==> src/rtl/vseq_pkg.sv <==
package vseq_pkg;
  typedef enum logic [2:0] {
    S_IDLE,
    S_SCAN,
    S_REQ,
    S_WAIT,
    S_DONE
  } seq_state_t;

  typedef enum logic [1:0] {
    AM_UNIT,
    AM_STRIDE,
    AM_INDEX
  } addr_mode_t;
endpackage

==> src/rtl/vseq_addr_gen.sv <==
module vseq_addr_gen
  import vseq_pkg::*;
#(
  parameter int ADDR_W     = 16,
  parameter int MAXVL      = 8,
  parameter int ELEM_BYTES = 4,
  localparam int IDX_W     = $clog2(MAXVL)
) (
  input  addr_mode_t              amode,
  input  logic [ADDR_W-1:0]       base,
  input  logic [ADDR_W-1:0]       stride,
  input  logic [MAXVL*ADDR_W-1:0] offsets,
  input  logic [IDX_W-1:0]        idx,
  output logic [ADDR_W-1:0]       addr
);
  logic [ADDR_W-1:0] idx_ext;
  logic [ADDR_W-1:0] sel_off;

  assign idx_ext = ADDR_W'(idx);
  assign sel_off = offsets[idx*ADDR_W +: ADDR_W];

  always_comb begin
    unique case (amode)
      AM_STRIDE: addr = base + idx_ext * stride;
      AM_INDEX:  addr = base + sel_off;
      default:   addr = base + idx_ext * ADDR_W'(ELEM_BYTES);
    endcase
  end
endmodule

==> src/rtl/vseq_stop_check.sv <==
module vseq_stop_check #(
  parameter int ADDR_W     = 16,
  parameter int MAXVL      = 8,
  parameter int LINE_BYTES = 32,
  localparam int VL_W      = $clog2(MAXVL + 1),
  localparam int LINE_LOG2 = (LINE_BYTES > 1) ? $clog2(LINE_BYTES) : 0
) (
  input  logic              ffirst,
  input  logic              min_en,
  input  logic              line_en,
  input  logic [VL_W-1:0]   cur,
  input  logic [VL_W-1:0]   vl,
  input  logic [ADDR_W-1:0] addr,
  output logic              at_end,
  output logic              min_stop,
  output logic              line_stop
);
  logic past_first;
  logic aligned;

  assign past_first = (cur != '0);
  assign at_end     = (cur >= vl);
  assign min_stop   = ffirst && min_en && past_first;

  generate
    if (LINE_LOG2 > 0) begin : g_line
      assign aligned = (addr[LINE_LOG2-1:0] == '0);
    end else begin : g_noline
      assign aligned = 1'b1;
    end
  endgenerate

  assign line_stop = ffirst && line_en && past_first && aligned;
endmodule

==> src/rtl/vec_elem_seq.sv <==
module vec_elem_seq
  import vseq_pkg::*;
#(
  parameter int ADDR_W     = 16,
  parameter int MAXVL      = 8,
  parameter int ELEM_BYTES = 4,
  parameter int LINE_BYTES = 32,
  localparam int VL_W      = $clog2(MAXVL + 1),
  localparam int IDX_W     = $clog2(MAXVL)
) (
  input  logic                    clk,
  input  logic                    rst_n,
  input  logic                    cmd_valid,
  output logic                    cmd_ready,
  input  logic [1:0]              cmd_mode,
  input  logic                    cmd_ffirst,
  input  logic                    cmd_vertical,
  input  logic [ADDR_W-1:0]       cmd_base,
  input  logic [ADDR_W-1:0]       cmd_stride,
  input  logic [MAXVL*ADDR_W-1:0] cmd_offsets,
  input  logic [VL_W-1:0]         cmd_vl,
  input  logic [MAXVL-1:0]        cmd_pred,
  input  logic                    cfg_min_ff,
  input  logic                    cfg_line_trunc,
  output logic                    req_valid,
  input  logic                    req_ready,
  output logic [ADDR_W-1:0]       req_addr,
  output logic [IDX_W-1:0]        req_elem,
  input  logic                    resp_valid,
  input  logic                    resp_fault,
  output logic                    done,
  output logic [VL_W-1:0]         done_vl,
  output logic                    done_exc,
  output logic [IDX_W-1:0]        done_fault_idx,
  output logic                    done_illegal
);
  localparam logic [VL_W-1:0] VL_MAX = VL_W'(MAXVL);

  seq_state_t              state;
  addr_mode_t              amode_r, amode_in;
  logic [ADDR_W-1:0]       base_r, stride_r, addr_r, gen_addr;
  logic [MAXVL*ADDR_W-1:0] off_r;
  logic [MAXVL-1:0]        pred_r;
  logic [VL_W-1:0]         vl_r, cur, res_vl;
  logic                    ff_r, min_r, line_r;
  logic                    res_exc, res_ill;
  logic [IDX_W-1:0]        res_fidx;
  logic                    at_end, min_stop, line_stop;
  logic                    accept;

  assign accept = cmd_valid && cmd_ready;

  always_comb begin
    if (cmd_mode[1]) amode_in = cmd_ffirst ? AM_STRIDE : AM_INDEX;
    else if (cmd_mode[0]) amode_in = AM_STRIDE;
    else amode_in = AM_UNIT;
  end

  vseq_addr_gen #(
    .ADDR_W(ADDR_W), .MAXVL(MAXVL), .ELEM_BYTES(ELEM_BYTES)
  ) u_addr (
    .amode(amode_r), .base(base_r), .stride(stride_r), .offsets(off_r),
    .idx(cur[IDX_W-1:0]), .addr(gen_addr)
  );

  vseq_stop_check #(
    .ADDR_W(ADDR_W), .MAXVL(MAXVL), .LINE_BYTES(LINE_BYTES)
  ) u_stop (
    .ffirst(ff_r), .min_en(min_r), .line_en(line_r), .cur(cur), .vl(vl_r),
    .addr(gen_addr), .at_end(at_end), .min_stop(min_stop), .line_stop(line_stop)
  );

  always_ff @(posedge clk) begin
    if (!rst_n) begin
      state    <= S_IDLE;
      amode_r  <= AM_UNIT;
      base_r   <= '0;
      stride_r <= '0;
      off_r    <= '0;
      pred_r   <= '0;
      vl_r     <= '0;
      cur      <= '0;
      addr_r   <= '0;
      ff_r     <= 1'b0;
      min_r    <= 1'b0;
      line_r   <= 1'b0;
      res_vl   <= '0;
      res_exc  <= 1'b0;
      res_ill  <= 1'b0;
      res_fidx <= '0;
    end else begin
      unique case (state)
        S_IDLE: if (accept) begin
          amode_r  <= amode_in;
          base_r   <= cmd_base;
          stride_r <= cmd_stride;
          off_r    <= cmd_offsets;
          pred_r   <= cmd_pred;
          vl_r     <= (cmd_vl > VL_MAX) ? VL_MAX : cmd_vl;
          ff_r     <= cmd_ffirst;
          min_r    <= cfg_min_ff;
          line_r   <= cfg_line_trunc;
          cur      <= '0;
          res_exc  <= 1'b0;
          res_fidx <= '0;
          res_vl   <= '0;
          if (cmd_ffirst && cmd_vertical) begin
            res_ill <= 1'b1;
            state   <= S_DONE;
          end else begin
            res_ill <= 1'b0;
            state   <= S_SCAN;
          end
        end
        S_SCAN: begin
          if (at_end) begin
            res_vl <= vl_r;
            state  <= S_DONE;
          end else if (min_stop) begin
            res_vl <= VL_W'(1);
            state  <= S_DONE;
          end else if (!pred_r[cur[IDX_W-1:0]]) begin
            cur <= cur + 1'b1;
          end else if (line_stop) begin
            res_vl <= cur;
            state  <= S_DONE;
          end else begin
            addr_r <= gen_addr;
            state  <= S_REQ;
          end
        end
        S_REQ: if (req_ready) state <= S_WAIT;
        S_WAIT: if (resp_valid) begin
          if (resp_fault) begin
            res_fidx <= cur[IDX_W-1:0];
            if (!ff_r || cur == '0) begin
              res_exc <= 1'b1;
              res_vl  <= vl_r;
            end else begin
              res_vl  <= cur;
            end
            state <= S_DONE;
          end else begin
            cur   <= cur + 1'b1;
            state <= S_SCAN;
          end
        end
        S_DONE: state <= S_IDLE;
        default: state <= S_IDLE;
      endcase
    end
  end

  assign cmd_ready      = (state == S_IDLE);
  assign req_valid      = (state == S_REQ);
  assign req_addr       = addr_r;
  assign req_elem       = cur[IDX_W-1:0];
  assign done           = (state == S_DONE);
  assign done_vl        = res_vl;
  assign done_exc       = res_exc;
  assign done_fault_idx = res_fidx;
  assign done_illegal   = res_ill;
endmodule

==> config.mk <==
export PLATFORM = sky130hd
export DESIGN_NAME = vec_elem_seq
export DESIGN_NICKNAME = d
export VERILOG_FILES = /design/src/rtl/vseq_pkg.sv /design/src/rtl/vseq_addr_gen.sv /design/src/rtl/vseq_stop_check.sv /design/src/rtl/vec_elem_seq.sv
export SDC_FILE = /design/constraint.sdc
export NUM_CORES = 1
export LEC_CHECK = 0
export CAP_MARGIN = 20
export CORE_MARGIN = 8
export CORE_UTILIZATION = 53
export CTS_CLUSTER_DIAMETER = 120
export DETAILED_ROUTE_END_ITERATION = 7
export GPL_TIMING_DRIVEN = 0
export PLACE_DENSITY = 0.86
export SETUP_SLACK_MARGIN = 0.2
export SYNTH_ARGS = -nofsm -noshare
export SYNTH_HDL_FRONTEND = slang
export SYNTH_SLANG_ARGS = --single-unit
export TNS_END_PERCENT = 50
==> constraint.sdc <==
create_clock -name clk -period 6.2 [get_ports clk]
set_input_delay 1.24 -clock clk [delete_from_list [all_inputs] [get_ports clk]]
set_output_delay 1.24 -clock clk [all_outputs]
set_load 0.03 [all_outputs]
==> impl_metrics.sql <==
INSERT INTO impl_metrics (metric_group, metric, value, unit) VALUES
('run_status', 'status', 'finished clean', ''),
('placed_design', 'gp_congestion', '0.949', ''),
('pwr', 'internal_power_consumption', '2.62', 'mW'),
('synth', 'postSynthAreaPerCell', '8.15', 'um^2'),
('placed_design', 'placement.setup.worst_slack', '0.0249', 'ns'),
('clock_network', 'clock_tree_from_tritoncts', 'done', ''),
('detailed_routing', 'post_drt_wl_per_cell', '20.4', 'um'),
('clock_network', 'cts_inserted_buffers', '23', ''),
('min_path', 'hold_path.class', 'flip-flop to flip-flop', ''),
('pwr', 'cellLeakagePower', '5.79', 'nW'),
('worst_setup_path', 'worst-path-buf-inv', '4', ''),
('synth', 'syn_nets', '1678', ''),
('global_route', 'grt-ovfl-total', '0', ''),
('global_route', 'first_global_vias', '11700', ''),
('sta', 'final.period_utilization', '0.917', ''),
('worst_setup_path', 'critical_path.slowest_cell', 'sky130_fd_sc_hd__a2111oi_1', ''),
('worst_setup_path', 'reg2regPathDepth', '15', ''),
('pwr', 'sw_frac_of_total', '0.302', ''),
('synth', 'postSynthCellCount', '1422', ''),
('clock_network', 'cts-root-buf', 'sky130_fd_sc_hd__clkbuf_16', ''),
('layout', 'areaGrowthSynthToFinish', '27.9', '%'),
('sta', 'worst_slew_pin_slew', '0.887', 'ns'),
('floorplanning', 'io-pin-count', '215', ''),
('synth', 'cell_types_occupying_the_most_area_after_synthesis', 'sky130_fd_sc_hd__dfxtp_1 36%, sky130_fd_sc_hd__nand2_1 14%, sky130_fd_sc_hd__a21oi_1 9.6%', ''),
('synth', 'synth_top_area_share', '0.361', ''),
('worst_setup_path', 'critical_path.endpoint_type', 'flip-flop', ''),
('sta', 'setup_viol_count_final', '0', ''),
('pwr', 'power.share.sequential', '0.409', ''),
('sta', 'timing.final.max_slew_violations', '0', ''),
('synth', 'synth_area', '11600', 'um^2'),
('detailed_routing', 'detailroute.via_count', '11500', ''),
('sta', 'fmaxAchievable', '176', 'MHz'),
('sta', 'setup-tns-final', '0', 'ns'),
('sta', 'finalClockSkew', '0.0116', 'ns'),
('synth', 'synth.ff_latch_count', '209', ''),
('layout', 'finalNetCount', '1914', ''),
('floorplanning', 'initial_cell_density_of_the_core', '0.536', ''),
('floorplanning', 'die_wd', '164', 'um'),
('min_path', 'worst_hold_endpoint', 'off_r[29]', ''),
('synth', 'synth_cell_types', '68', ''),
('pwr', 'total_power', '3.75', 'mW'),
('synth', 'most_repeated_cell_in_the_gate_level_netlist_after_synthesis', 'sky130_fd_sc_hd__nand2_1', ''),
('flow_run', 'cap_viol_max_count', '0', ''),
('pwr', 'vdd_ir_drop_max', '0.187', 'mV'),
('clock_network', 'post-cts-setup-buffers', '0', ''),
('worst_setup_path', 'worstSetupPathType', 'flip-flop to flip-flop', ''),
('placed_design', 'numPortBuffers', '213', ''),
('synth', 'synth_commonest_cells', '419 x sky130_fd_sc_hd__nand2_1, 222 x sky130_fd_sc_hd__a21oi_1, 209 x sky130_fd_sc_hd__dfxtp_1', ''),
('worst_setup_path', 'r2r_slack', '0.52', 'ns'),
('synth', 'synth_enable_flop_cells', '0', ''),
('global_route', 'grt_use_total', '0.290', ''),
('synth', 'yosysSeqAreaShare', '0.361', ''),
('detailed_routing', 'route.detailed.vias_per_inst', '5.86', ''),
('worst_setup_path', 'critical_path_arrival', '6.11', 'ns'),
('synth', 'yosysWarnings', '0', ''),
('detailed_routing', 'drcViolationCount', '0', ''),
('pwr', 'share_comb_of_total_power', '0.218', ''),
('min_path', 'hold_path.startpoint', 'off_r[29]', ''),
('worst_setup_path', 'worstSetupStartpointType', 'flip-flop', ''),
('layout', 'n_antenna_cell', '0', ''),
('global_route', 'grt_pass1_wl', '61.5', 'mm'),
('worst_setup_path', 'startpoint', 'cur[1]', ''),
('worst_setup_path', 'worstReg2RegStart', 'cur[1]', ''),
('clock_network', 'worst_setup_hold_path_clk_slew', '0.07', 'ns'),
('min_path', 'timing.hold.worst_path_depth', '2', ''),
('worst_setup_path', 'critical_path.reg2reg.endpoint', 'req_addr[13]', ''),
('sta', 'finalWorstPathRequiredPeriod', '5.68', 'ns'),
('clock_network', 'insertion_delay', '0.53', 'ns'),
('detailed_routing', 'drt_iter0_markers', '933', ''),
('floorplanning', 'num_rows', '54', ''),
('sta', 'report.final.hold_viol_count', '0', '');
## flip-flops by register name, indices dropped and copies added (netlist names), 4 cells and up
signal and cells:
base_r 16, req_addr 16, done_vl 4, off_r 128
stride_r 16, cur 4, pred_r 8, vl_r 4
## power by group through the flow
stage               logic, mW  registers (mW)  clock network (mW)
finish                  0.819            1.54                1.40
global route            0.879            1.54                1.45
CTS                     0.804            1.53                1.40
detailed placement      0.795            1.56                   0
global placement        0.779            1.55                   0
floorplan               0.475            1.54                   0
## worst max path at each step
stage                         to  slack [ns]  cells after the start
finish              req_addr[13]        0.52                     15
global route        req_addr[13]        0.25                     15
CTS                 req_addr[13]        0.33                     16
detailed placement  req_addr[13]        0.02                     16
global placement    req_addr[13]        0.02                     16
floorplan           req_addr[13]        1.31                     16
## cells by family after synthesis
family          count (synthesis)  share of synthesized area
simple gates                  556                      0.200
compound gates                336                      0.170
flops                         209                      0.361
buf+inv                       152                     0.0522
fa+ha+maj                      72                     0.0965
mux                            59                     0.0905
xor+xnor                       38                     0.0299
## cell usage in the layout (no fill, tap or decap), drive strengths merged, types with 14 or more instances in the layout
cell,count
a21oi,222
and2,28
buf,17
clkbuf,107
clkdlybuf4s50,213
dfxtp,209
fa,29
ha,43
inv,59
mux2,17
mux4,34
nand2,419
nand3,15
nor2,40
nor3,17
o21ai,24
xnor2,23
xor2,14
## metal layers
layer / wire (um) / GRT usage / vias to the layer above
met5: 0 / 0 / -
met4: 2020 / 0.147 / 0
met3: 3720 / 0.0619 / 132
met2: 18600 / 0.476 / 632
met1: 15500 / 0.356 / 5377
li1: - / - / 5310
## cell type report
cell class              count  area [um^2]
fillers                  1740         6790
inverters                  59          221
repair buffers            213         2130
multi-input cells        1061         6810
flip-flops and latches    209         4180
well taps                 280          350
plain buffers              91          377
clock inverters             7          100
clock buffers              33          663
## worst register-to-register path, cell delays in order (launching register included)
cell,delay (ns)
sky130_fd_sc_hd__dfxtp_1,0.43
sky130_fd_sc_hd__buf_2,0.53
sky130_fd_sc_hd__buf_2,0.47
sky130_fd_sc_hd__clkbuf_1,0.40
sky130_fd_sc_hd__nand2_1,0.14
sky130_fd_sc_hd__fa_1,0.52
sky130_fd_sc_hd__inv_1,0.05
sky130_fd_sc_hd__fa_1,0.51
sky130_fd_sc_hd__fa_1,0.48
sky130_fd_sc_hd__a21oi_1,0.22
sky130_fd_sc_hd__o211ai_1,0.24
sky130_fd_sc_hd__a2111oi_1,0.61
sky130_fd_sc_hd__nor3_1,0.10
sky130_fd_sc_hd__a2111oi_0,0.49
sky130_fd_sc_hd__o211ai_1,0.19
sky130_fd_sc_hd__o2111a_1,0.17
## repair_timing
action	in CTS	in global routing
endpoints found under the hold margin	0	0
resized for setup	0	1
endpoints found under the setup margin	2	2
hold buffers	0	0
## metrics by stage
stage	instances	hold WS (ns)	instance area, um^2
global placement	1915	0.439	14100
global route	1953	0.470	14800
floorplan	1422	0.433	11600
CTS	1954	0.454	14800
detailed placement	1915	0.446	14100
finish	1953	0.453	14800
No activity file was read; power rests on OpenSTA's default activity.
